===== config.mk =====
export PLATFORM = sky130hd
export DESIGN_NAME = rt_bit_status
export DESIGN_NICKNAME = d
export VERILOG_FILES = /design/src/rtl/rt_bit_pkg.sv /design/src/rtl/rt_bit_events.sv /design/src/rtl/rt_bit_cell.sv /design/src/rtl/rt_bit_snap.sv /design/src/rtl/rt_bit_status.sv
export SDC_FILE = /design/constraint.sdc
export NUM_CORES = 1
export LEC_CHECK = 0
export BUFFER_PORTS_ARGS = -buffer_cell sky130_fd_sc_hd__buf_4
export CORE_MARGIN = 3
export CORE_UTILIZATION = 42
export DETAILED_ROUTE_END_ITERATION = 8
export GPL_ROUTABILITY_DRIVEN = 1
export PLACE_DENSITY = 0.7
export SETUP_SLACK_MARGIN = 0.2
export SLEW_MARGIN = 20
export SYNTH_ARGS = -nofsm -noshare
export SYNTH_HDL_FRONTEND = slang
export SYNTH_HIERARCHICAL = 1
export SYNTH_SLANG_ARGS = --single-unit

===== constraint.sdc =====
create_clock -name clk -period 2.5 [get_ports clk]
set_input_delay 0.625 -clock clk [delete_from_list [all_inputs] [get_ports clk]]
set_output_delay 0.625 -clock clk [all_outputs]
set_load 0.005 [all_outputs]

===== src/rtl/rt_bit_pkg.sv =====
package rt_bit_pkg;
  localparam int WORD_W = 16;
  typedef logic [WORD_W-1:0] bit_word_t;

  // Bit positions; downstream software decodes these, so they are fixed.
  localparam int POS_TXA   = 15;
  localparam int POS_TXB   = 14;
  localparam int POS_RXA   = 13;
  localparam int POS_RXB   = 12;
  localparam int POS_LBA   = 5;
  localparam int POS_LBB   = 4;
  localparam int POS_MEM   = 3;
  localparam int POS_AINIT = 2;
  localparam int POS_APAR  = 1;

  // Bits the host may rewrite.
  localparam bit_word_t HOST_WR_MASK = 16'h0FF0;
  // Bits that follow their source level during master reset (others clear).
  localparam bit_word_t RELOAD_MASK  = 16'hC00E;
endpackage


===== src/rtl/rt_bit_events.sv =====
module rt_bit_events
  import rt_bit_pkg::*;
(
  input  logic      txinh_a,
  input  logic      txinh_b,
  input  logic      shd_tx_a,
  input  logic      shd_tx_b,
  input  logic      shd_rx_a,
  input  logic      shd_rx_b,
  input  logic      lpbk_fail_a,
  input  logic      lpbk_fail_b,
  input  logic      mem_test_fail,
  input  logic      autoinit_fail,
  input  logic      addr_par_err,
  output bit_word_t set_vec,
  output bit_word_t reload_vec
);
  always_comb begin
    set_vec            = '0;
    set_vec[POS_TXA]   = txinh_a | shd_tx_a;
    set_vec[POS_TXB]   = txinh_b | shd_tx_b;
    set_vec[POS_RXA]   = shd_tx_a & shd_rx_a;
    set_vec[POS_RXB]   = shd_tx_b & shd_rx_b;
    set_vec[POS_LBA]   = lpbk_fail_a;
    set_vec[POS_LBB]   = lpbk_fail_b;
    set_vec[POS_MEM]   = mem_test_fail;
    set_vec[POS_AINIT] = autoinit_fail;
    set_vec[POS_APAR]  = addr_par_err;
  end

  always_comb begin
    reload_vec            = '0;
    reload_vec[POS_TXA]   = txinh_a;
    reload_vec[POS_TXB]   = txinh_b;
    reload_vec[POS_MEM]   = mem_test_fail;
    reload_vec[POS_AINIT] = autoinit_fail;
    reload_vec[POS_APAR]  = addr_par_err;
  end
endmodule


===== src/rtl/rt_bit_cell.sv =====
module rt_bit_cell #(
  parameter bit RELOAD_ON_MR = 1'b0,
  parameter bit HOST_WR      = 1'b0
) (
  input  logic clk,
  input  logic rst_n,
  input  logic set_i,
  input  logic reload_i,
  input  logic host_we,
  input  logic host_d,
  output logic q
);
  always_ff @(posedge clk) begin
    if (!rst_n)
      q <= RELOAD_ON_MR ? reload_i : 1'b0;
    else if (set_i)
      q <= 1'b1;
    else if (HOST_WR && host_we)
      q <= host_d;
  end
endmodule


===== src/rtl/rt_bit_snap.sv =====
module rt_bit_snap
  import rt_bit_pkg::*;
#(
  parameter int TERM_W  = 4,
  parameter int TERM_ID = 0
) (
  input  logic              clk,
  input  logic              rst_n,
  input  logic              sw_term_reset,
  input  logic              alt_bitw,
  input  logic              mc19_strobe,
  input  logic              mc19_done,
  input  bit_word_t         word_i,
  output logic              resp_valid,
  input  logic              resp_ready,
  output bit_word_t         resp_data,
  output logic              bufw_valid,
  input  logic              bufw_ready,
  output bit_word_t         bufw_data,
  output logic [TERM_W-1:0] bufw_term
);
  localparam logic [TERM_W-1:0] TERM_TAG = TERM_W'(TERM_ID);

  logic capture;
  logic pending;

  assign capture   = mc19_strobe & ~alt_bitw;
  assign bufw_term = TERM_TAG;

  always_ff @(posedge clk) begin
    if (!rst_n) begin
      resp_valid <= 1'b0;
      resp_data  <= '0;
      pending    <= 1'b0;
      bufw_valid <= 1'b0;
      bufw_data  <= '0;
    end else if (sw_term_reset) begin
      resp_valid <= 1'b0;
      pending    <= 1'b0;
      bufw_valid <= 1'b0;
    end else begin
      if (capture) begin
        resp_data  <= word_i;
        resp_valid <= 1'b1;
        pending    <= 1'b1;
      end else if (resp_valid && resp_ready) begin
        resp_valid <= 1'b0;
      end

      if (mc19_done && pending && !capture) begin
        bufw_valid <= 1'b1;
        bufw_data  <= resp_data;
        pending    <= 1'b0;
      end else if (bufw_valid && bufw_ready) begin
        bufw_valid <= 1'b0;
      end
    end
  end
endmodule


===== src/rtl/rt_bit_status.sv =====
module rt_bit_status
  import rt_bit_pkg::*;
#(
  parameter int TERM_W  = 4,
  parameter int TERM_ID = 0
) (
  input  logic              clk,
  input  logic              rst_n,
  input  logic              sw_term_reset,
  input  logic              txinh_a,
  input  logic              txinh_b,
  input  logic              shd_tx_a,
  input  logic              shd_tx_b,
  input  logic              shd_rx_a,
  input  logic              shd_rx_b,
  input  logic              lpbk_fail_a,
  input  logic              lpbk_fail_b,
  input  logic              mem_test_fail,
  input  logic              autoinit_fail,
  input  logic              addr_par_err,
  input  logic              host_wr_en,
  input  logic [15:0]       host_wr_data,
  input  logic              alt_bitw,
  input  logic              mc19_strobe,
  input  logic              mc19_done,
  output logic [15:0]       bit_word,
  output logic              resp_valid,
  input  logic              resp_ready,
  output logic [15:0]       resp_data,
  output logic              bufw_valid,
  input  logic              bufw_ready,
  output logic [15:0]       bufw_data,
  output logic [TERM_W-1:0] bufw_term
);
  bit_word_t set_vec;
  bit_word_t reload_vec;
  bit_word_t word_q;

  rt_bit_events u_events (
    .txinh_a       (txinh_a),
    .txinh_b       (txinh_b),
    .shd_tx_a      (shd_tx_a),
    .shd_tx_b      (shd_tx_b),
    .shd_rx_a      (shd_rx_a),
    .shd_rx_b      (shd_rx_b),
    .lpbk_fail_a   (lpbk_fail_a),
    .lpbk_fail_b   (lpbk_fail_b),
    .mem_test_fail (mem_test_fail),
    .autoinit_fail (autoinit_fail),
    .addr_par_err  (addr_par_err),
    .set_vec       (set_vec),
    .reload_vec    (reload_vec)
  );

  for (genvar i = 0; i < WORD_W; i++) begin : g_cell
    rt_bit_cell #(
      .RELOAD_ON_MR (RELOAD_MASK[i]),
      .HOST_WR      (HOST_WR_MASK[i])
    ) u_cell (
      .clk      (clk),
      .rst_n    (rst_n),
      .set_i    (set_vec[i]),
      .reload_i (reload_vec[i]),
      .host_we  (host_wr_en),
      .host_d   (host_wr_data[i]),
      .q        (word_q[i])
    );
  end

  assign bit_word = word_q;

  rt_bit_snap #(
    .TERM_W  (TERM_W),
    .TERM_ID (TERM_ID)
  ) u_snap (
    .clk           (clk),
    .rst_n         (rst_n),
    .sw_term_reset (sw_term_reset),
    .alt_bitw      (alt_bitw),
    .mc19_strobe   (mc19_strobe),
    .mc19_done     (mc19_done),
    .word_i        (word_q),
    .resp_valid    (resp_valid),
    .resp_ready    (resp_ready),
    .resp_data     (resp_data),
    .bufw_valid    (bufw_valid),
    .bufw_ready    (bufw_ready),
    .bufw_data     (bufw_data),
    .bufw_term     (bufw_term)
  );
endmodule


==> results of run 1 <==
[metal layers]
metal / vias up / GRT usage / wire length [um]
met2: 45 / 0.242 / 2110
met3: 7 / 0.0261 / 224
met5: - / 0 / 0
met4: 0 / 0.0682 / 85
met1: 710 / 0.195 / 2060
li1: 827 / - / -
[flip-flops by register name, summed over array words and instances, names as in the netlist]
signal             count
g_cell.u_cell/q       16
u_snap/bufw_data      16
u_snap/bufw_valid      1
u_snap/pending         1
u_snap/resp_data      16
u_snap/resp_valid      1
[power by group through the flow]
stage | registers, uW | clock network (uW) | logic (uW)
detailed placement | 898 | 0 | 165
global placement | 897 | 0 | 163
global route | 884 | 641 | 181
finish | 879 | 592 | 163
floorplan | 896 | 0 | 93.2
CTS | 879 | 612 | 166
[final cells by class]
cell class	count	area share
multi-input combinational	151	0.336
clock inverter	2	0.0125
sequential	51	0.382
timing repair buffer	78	0.209
tap	67	0.0299
inverter	1	0.00134
clock buffer	6	0.0295
[cell usage in the layout, fill, tap and decap left out, drive strengths merged, types with 7 or more instances in the layout]
master,n
or2,7
dfxtp,46
nand2b,9
mux2,8
buf,78
nand2,64
a21boi,16
mux2i,16
o21a,11
conb,11
[worst max-delay path, stage by stage]
cell and delay (ns):
buf_4 0.13, or3b_1 0.69, nand2_1 0.16, a21boi_0 0.12
[per-stage QoR]
stage                     hold WS (ns)  cell area, um^2  utilization  setup WS (ns)  total power (uW)
after CTS                        0.463             2800        0.571          0.949              1660
after global routing             0.489             2800        0.571          0.859              1710
after global placement           0.443             2690        0.547          0.663              1060
final                            0.458             2800        0.571          0.946              1630
after floorplan                  0.451             2260            -           1.01               989
after detailed placement         0.450             2690        0.547          0.636              1060
[path summary, 6_finish.rpt]
kind | to | slack [ns] | depth (start not counted)
min reg2reg | u_snap/bufw_data[1] | 0.46 | 2
min | u_snap/bufw_data[1] | 0.46 | 2
max reg2reg | u_snap/bufw_data[7] | 1.32 | 3
max | u_snap/resp_data[2] | 0.95 | 4
==> tab_implementation.tex, run 1 <==
\begin{tabular}{lr}
\hline
Metric & Value \\
\hline
\multicolumn{2}{l}{\textbf{CTS}} \\
Post-CTS Hold Fix Bufs & 0 \\
Clock buffer count from CTS & 5 \\
Number of clock sinks seen by CTS & 51 \\
Root cell of the clock tree & clkbuf\_8 \\
Later-pin clock latency in the skew report & 0.30 ns \\
Total setup buffers inserted after CTS & 0 \\
Clock transition time at the flip-flop clock pins of the worst setup and hold paths & around 0.09 ns \\
Post-cts resize count & 0 \\
Count of H-tree levels built during CTS & 2 \\
Clock Path Buffers & 2 \\
Clock tree from TritonCTS & done \\
\multicolumn{2}{l}{\textbf{Cells and area}} \\
Syn-to-layout area delta & 26.2\% \\
Number of standard cells in the final layout excluding fillers & approximately 360 \\
Sequential cell area & about 1100 um\^{}2 \\
Net count reported at finish & $\sim$320 \\
Fill cells & slightly below 500 \\
Antenna fix cells & 0 \\
Multi-input logic area & 942 um\^{}2 \\
Fraction of final layout cells with drive strength greater than 1 & 0.346 \\
\multicolumn{2}{l}{\textbf{Critical path}} \\
Data arrival time of the critical path & approximately 1.7 ns \\
Type of destination of the critical path & flip-flop \\
R2r startpoint & u\_snap/pending \\
Data required time at the worst endpoint & between 2 and 3 ns \\
Setup crit start & sw\_term\_reset \\
CP startpoint kind & primary input \\
Category of the most critical setup path & in2reg \\
Maximum fanout encountered on the critical timing path & 16 \\
\multicolumn{2}{l}{\textbf{Power and ir drop}} \\
Power density normalized to cell area & approximately 600 nW/um\^{}2 \\
Part of the total power dissipated in sequential elements & 0.538 \\
Net switching fraction of the power & 0.219 \\
Combinational Power Share & 0.100 \\
Leakage & around 0.0012 uW \\
Clk network pwr share & 0.362 \\
Net switching power & between 300 and 400 uW \\
Cell internal power dissipation & $\sim$1300 uW \\
Peak supply drop & $\sim$0.28 mV \\
\multicolumn{2}{l}{\textbf{Die}} \\
Number of rows created at floorplan & 25 \\
Y dimension of the die & about 79 um \\
Core Box Area & 4910 um\^{}2 \\
Horizontal die dimension & between 70 and 80 um \\
I/O pin count & 90 \\
Starting density of the core & 0.452 \\
Area enclosed by the die boundary & between 6000 and 7000 um\^{}2 \\
\multicolumn{2}{l}{\textbf{Synthesis}} \\
Post-synthesis average cell area & about 9.9 um\^{}2 \\
Gate count after technology mapping & between 200 and 250 \\
Synthesis warning total & 6 \\
Synthesized area & about 2200 um\^{}2 \\
\multicolumn{2}{l}{\textbf{STA}} \\
Final Hold Viols & 0 \\
Final critical delay including setup and external delays & about 1.6 ns \\
Final setup fails & 0 \\
Max-Slew Margin vs Limit & 0.506 \\
Final-report max-slew violation count & 0 \\
Setup TNS & 0 ns \\
Slew of the pin with the lowest slew margin & 0.742 ns \\
RSZ-0062 raised after global routing & no \\
Max Clock Freq & roughly 640 MHz \\
Portion of the clock cycle consumed by the worst path in the final layout & 0.621 \\
Worst Clk Skew & approximately 0.01 ns \\
\multicolumn{2}{l}{\textbf{Routing}} \\
Final routed DRC violation total & 0 \\
Average wire length per cell after detail routing & between 10 and 15 um \\
Number of nets with antenna violations after routing & 0 \\
Vias per cell & between 4 and 5 \\
Count of vias placed by the detailed router & approximately 1600 \\
Total wire length & 4.48 mm \\
Router iterations before antenna repair & 4 \\
Initial DRC count & 47 \\
\multicolumn{2}{l}{\textbf{GRT}} \\
GRT overflow & 0 \\
Initial antenna violation count & 0 \\
Total Routing Usage GR & 0.150 \\
Wire length of the first global-routing pass & $\sim$7.3 mm \\
Pin count of the biggest net entering global routing & slightly above 70 \\
Number of global-route vias before repair & 1500 \\
\multicolumn{2}{l}{\textbf{Min path}} \\
Classification of the worst-slack hold path & reg2reg \\
Launch instance of the worst min-delay path & u\_snap/bufw\_data[1] \\
\multicolumn{2}{l}{\textbf{Placed design}} \\
Final GP Congestion & around 0.73 \\
Number of buffers inserted by port buffering & 77 \\
HPWL after DPL & between 3 and 4 mm \\
Total instance count after detailed placement & approximately 350 \\
\multicolumn{2}{l}{\textbf{Run}} \\
\# Max-Cap Violations & 0 \\
\multicolumn{2}{l}{\textbf{Outcome}} \\
Run status & finished clean \\
\hline
\end{tabular}
Note: power is estimated with default switching activity, not from simulation.
==> inputs of run 2 (changes only) <==
ABC_AREA = 1   (was unset)
PLACE_DENSITY = 0.69   (was 0.7)
clock period = 1.6 ns   (was 2.5 ns; I/O delays follow)
==> tab_implementation.tex, run 2 <==
\begin{tabular}{lr}
\hline
Metric & Value \\
\hline
\multicolumn{2}{l}{\textbf{Synthesis}} \\
Synthesized area & 2540 um\^{}2 (+14\%) \\
Synthesis warning total & 6 (unchanged) \\
Gate count after technology mapping & 371 (+65\%) \\
Post-synthesis average cell area & 6.86 um\^{}2 (-31\%) \\
\multicolumn{2}{l}{\textbf{Placed design}} \\
Final GP Congestion & 0.729 (-0.27\%) \\
Number of buffers inserted by port buffering & 77 (unchanged) \\
Total instance count after detailed placement & 500 (+44\%) \\
HPWL after DPL & 3.64 mm (+13\%) \\
\multicolumn{2}{l}{\textbf{Min path}} \\
Launch instance of the worst min-delay path & bufw\_ready \\
Hold path endpoint & u\_snap/bufw\_valid \\
Classification of the worst-slack hold path & in2reg \\
Number of cells on the worst hold path & 4 (+2) \\
\multicolumn{2}{l}{\textbf{Power and ir drop}} \\
Net switching power & 618 uW (+72\%) \\
Cell internal power dissipation & 1830 uW (+43\%) \\
Net switching fraction of the power & 0.253 (+0.0331) \\
Peak supply drop & 0.405 mV (+47\%) \\
Combinational Power Share & 0.139 (+0.039) \\
Power density normalized to cell area & 787 nW/um\^{}2 (+35\%) \\
Part of the total power dissipated in sequential elements & 0.570 (+0.032) \\
Leakage & 0.00165 uW (+43\%) \\
Clk network pwr share & 0.290 (-0.072) \\
\multicolumn{2}{l}{\textbf{CTS}} \\
Number of clock sinks seen by CTS & 51 (unchanged) \\
Root cell of the clock tree & clkbuf\_8 \\
Post-cts resize count & 0 (unchanged) \\
Clock tree from TritonCTS & done \\
Count of H-tree levels built during CTS & 2 (unchanged) \\
Clock transition time at the flip-flop clock pins of the worst setup and hold paths & 0.09 ns (about the same) \\
Later-pin clock latency in the skew report & 0.30 ns (about the same) \\
Clock buffer count from CTS & 5 (unchanged) \\
Post-CTS Hold Fix Bufs & 0 (unchanged) \\
Clock Path Buffers & 2 (unchanged) \\
Total setup buffers inserted after CTS & 0 (unchanged) \\
\multicolumn{2}{l}{\textbf{Routing}} \\
Count of vias placed by the detailed router & 2056 (+29\%) \\
Initial DRC count & 47 (unchanged) \\
Final routed DRC violation total & 0 (unchanged) \\
Router iterations before antenna repair & 4 (unchanged) \\
Vias per cell & 4.05 (-9.3\%) \\
Number of nets with antenna violations after routing & 0 (unchanged) \\
Average wire length per cell after detail routing & 9.62 um (-23\%) \\
Total wire length & 4.89 mm (+9.2\%) \\
\multicolumn{2}{l}{\textbf{Critical path}} \\
Worst-path cell chain & buf\_4 \\
Data arrival time of the critical path & 0.90 ns (-0.83 ns) \\
Reg-to-Reg End & u\_snap/bufw\_data[14] \\
Top cell family by delay on the critical path & flip-flops \\
Data required time at the worst endpoint & 1.20 ns (-1.48 ns) \\
Maximum fanout encountered on the critical timing path & 2 (-14) \\
Max incr delay on CP & 0.44 ns (-0.25 ns) \\
Register-to-register setup slack & 0.47 ns (-0.85 ns) \\
R2r startpoint & u\_snap/pending \\
Worst-case reg-to-reg path depth & 6 (+3) \\
Max stage delay cell, worst path & edfxtp\_1 \\
Category of the most critical setup path & reg2out \\
Type of destination of the critical path & output port \\
CP startpoint kind & flip-flop \\
Critical path buffer and inverter count & 1 (unchanged) \\
\multicolumn{2}{l}{\textbf{Run}} \\
\# Max-Cap Violations & 0 (unchanged) \\
\multicolumn{2}{l}{\textbf{Cells and area}} \\
Leading cell types in the layout, fill and taps excluded & 98 x inv\_1, 79 x buf\_4, 68 x nor2\_1, 58 x nand2\_1, 46 x dfxtp\_1 \\
Net count reported at finish & 471 (+45\%) \\
Number of standard cells in the final layout excluding fillers & 508 (+43\%) \\
Biggest regs & g\_cell.u\_cell/q (16), u\_snap/bufw\_data (16), u\_snap/resp\_data (16) \\
Most common cell after layout, fill and taps aside & inv\_1 \\
Antenna fix cells & 0 (unchanged) \\
Syn-to-layout area delta & 22.2\% \\
Fraction of final layout cells with drive strength greater than 1 & 0.259 (-0.0868) \\
\multicolumn{2}{l}{\textbf{STA}} \\
Final Hold Viols & 0 (unchanged) \\
Worst Clk Skew & 0.00802 ns (-0.00184 ns) \\
Final critical delay including setup and external delays & roughly 1.3 ns \\
Setup TNS & 0 ns (unchanged) \\
Portion of the clock cycle consumed by the worst path in the final layout & 0.810 \\
Final setup fails & 0 (unchanged) \\
RSZ-0062 raised after global routing & no \\
Max Clock Freq & just under 800 MHz \\
Final-report max-slew violation count & 0 (unchanged) \\
\multicolumn{2}{l}{\textbf{Die}} \\
Y dimension of the die & 83.8 um (+6.5\%) \\
Starting density of the core & 0.448 (-0.00429) \\
Area enclosed by the die boundary & 7030 um\^{}2 (+13\%) \\
Core Box Area & 5680 um\^{}2 (+16\%) \\
Number of rows created at floorplan & 27 (+8.0\%) \\
Horizontal die dimension & 83.8 um (+6.5\%) \\
I/O pin count & 90 (unchanged) \\
\multicolumn{2}{l}{\textbf{GRT}} \\
Wire length of the first global-routing pass & 8.36 mm (+14\%) \\
Initial antenna violation count & 0 (unchanged) \\
Pin count of the biggest net entering global routing & 55 (-23\%) \\
Total Routing Usage GR & 0.141 (-0.00841) \\
GRT overflow & 0 (unchanged) \\
Number of global-route vias before repair & 1842 (+23\%) \\
\multicolumn{2}{l}{\textbf{Outcome}} \\
Run status & finished clean \\
\hline
\end{tabular}
## run 2: cell count changes in the layout (fill, tap and decap cells not counted), sizes merged, moves of 16 or more
cell / before / now
inv: 1 / 102
nor2: 1 / 79
a21boi: 16 / 0
mux2i: 16 / 0
nand4: 0 / 16
o21ai: 0 / 16
## run 2: how the worst max path moves through the flow
stage / startpoint / to / slack [ns] / cells past startpoint
2_1_floorplan: alt_bitw / u_snap/resp_data[14] / 0.50 / 7
3_5_place_dp: alt_bitw / u_snap/resp_data[13] / 0.26 / 7
5_1_grt: g_cell[14].u_cell/q / bit_word[14] / 0.25 / 1
3_3_place_gp: alt_bitw / u_snap/resp_data[7] / 0.29 / 7
4_1_cts: g_cell[14].u_cell/q / bit_word[14] / 0.28 / 1
6_report: g_cell[14].u_cell/q / bit_word[14] / 0.30 / 1
## run 2: per-stage QoR
stage          area (um^2)  setup slack, ns  power (uW)  hold WS, ns   util
2_1_floorplan         2580            0.498        1620        0.443      -
3_3_place_gp          3030            0.293        1760        0.454  0.533
3_5_place_dp          3030            0.260        1770        0.458  0.533
4_1_cts               3110            0.280        2480        0.333  0.548
5_1_grt               3110            0.247        2580        0.363  0.548
6_report              3110            0.304        2450        0.340  0.548
## run 2: power by group through the flow
stage / logic, uW / registers [uW] / clock network [uW]
floorplan: 202 / 1420 / 0
global route: 390 / 1410 / 784
detailed placement: 344 / 1430 / 0
finish: 341 / 1400 / 710
global placement: 338 / 1430 / 0
CTS: 346 / 1400 / 740
## run 2: final cells by class
type	count	area [um^2]
clock inverter	1	7.51
tap	72	90.1
fill	577	2570
timing repair buffer	79	593
multi-input combinational	195	875
inverter	103	397
clock buffer	7	76.3
sequential	51	1070
## run 2: per-layer routing
metal | global-route usage | share of wire | vias to the layer above
li1 | - | - | 1156
met5 | 0 | 0 | -
met4 | 0.0395 | 0.013 | 0
met2 | 0.252 | 0.47 | 47
met1 | 0.167 | 0.46 | 847
met3 | 0.0346 | 0.057 | 6
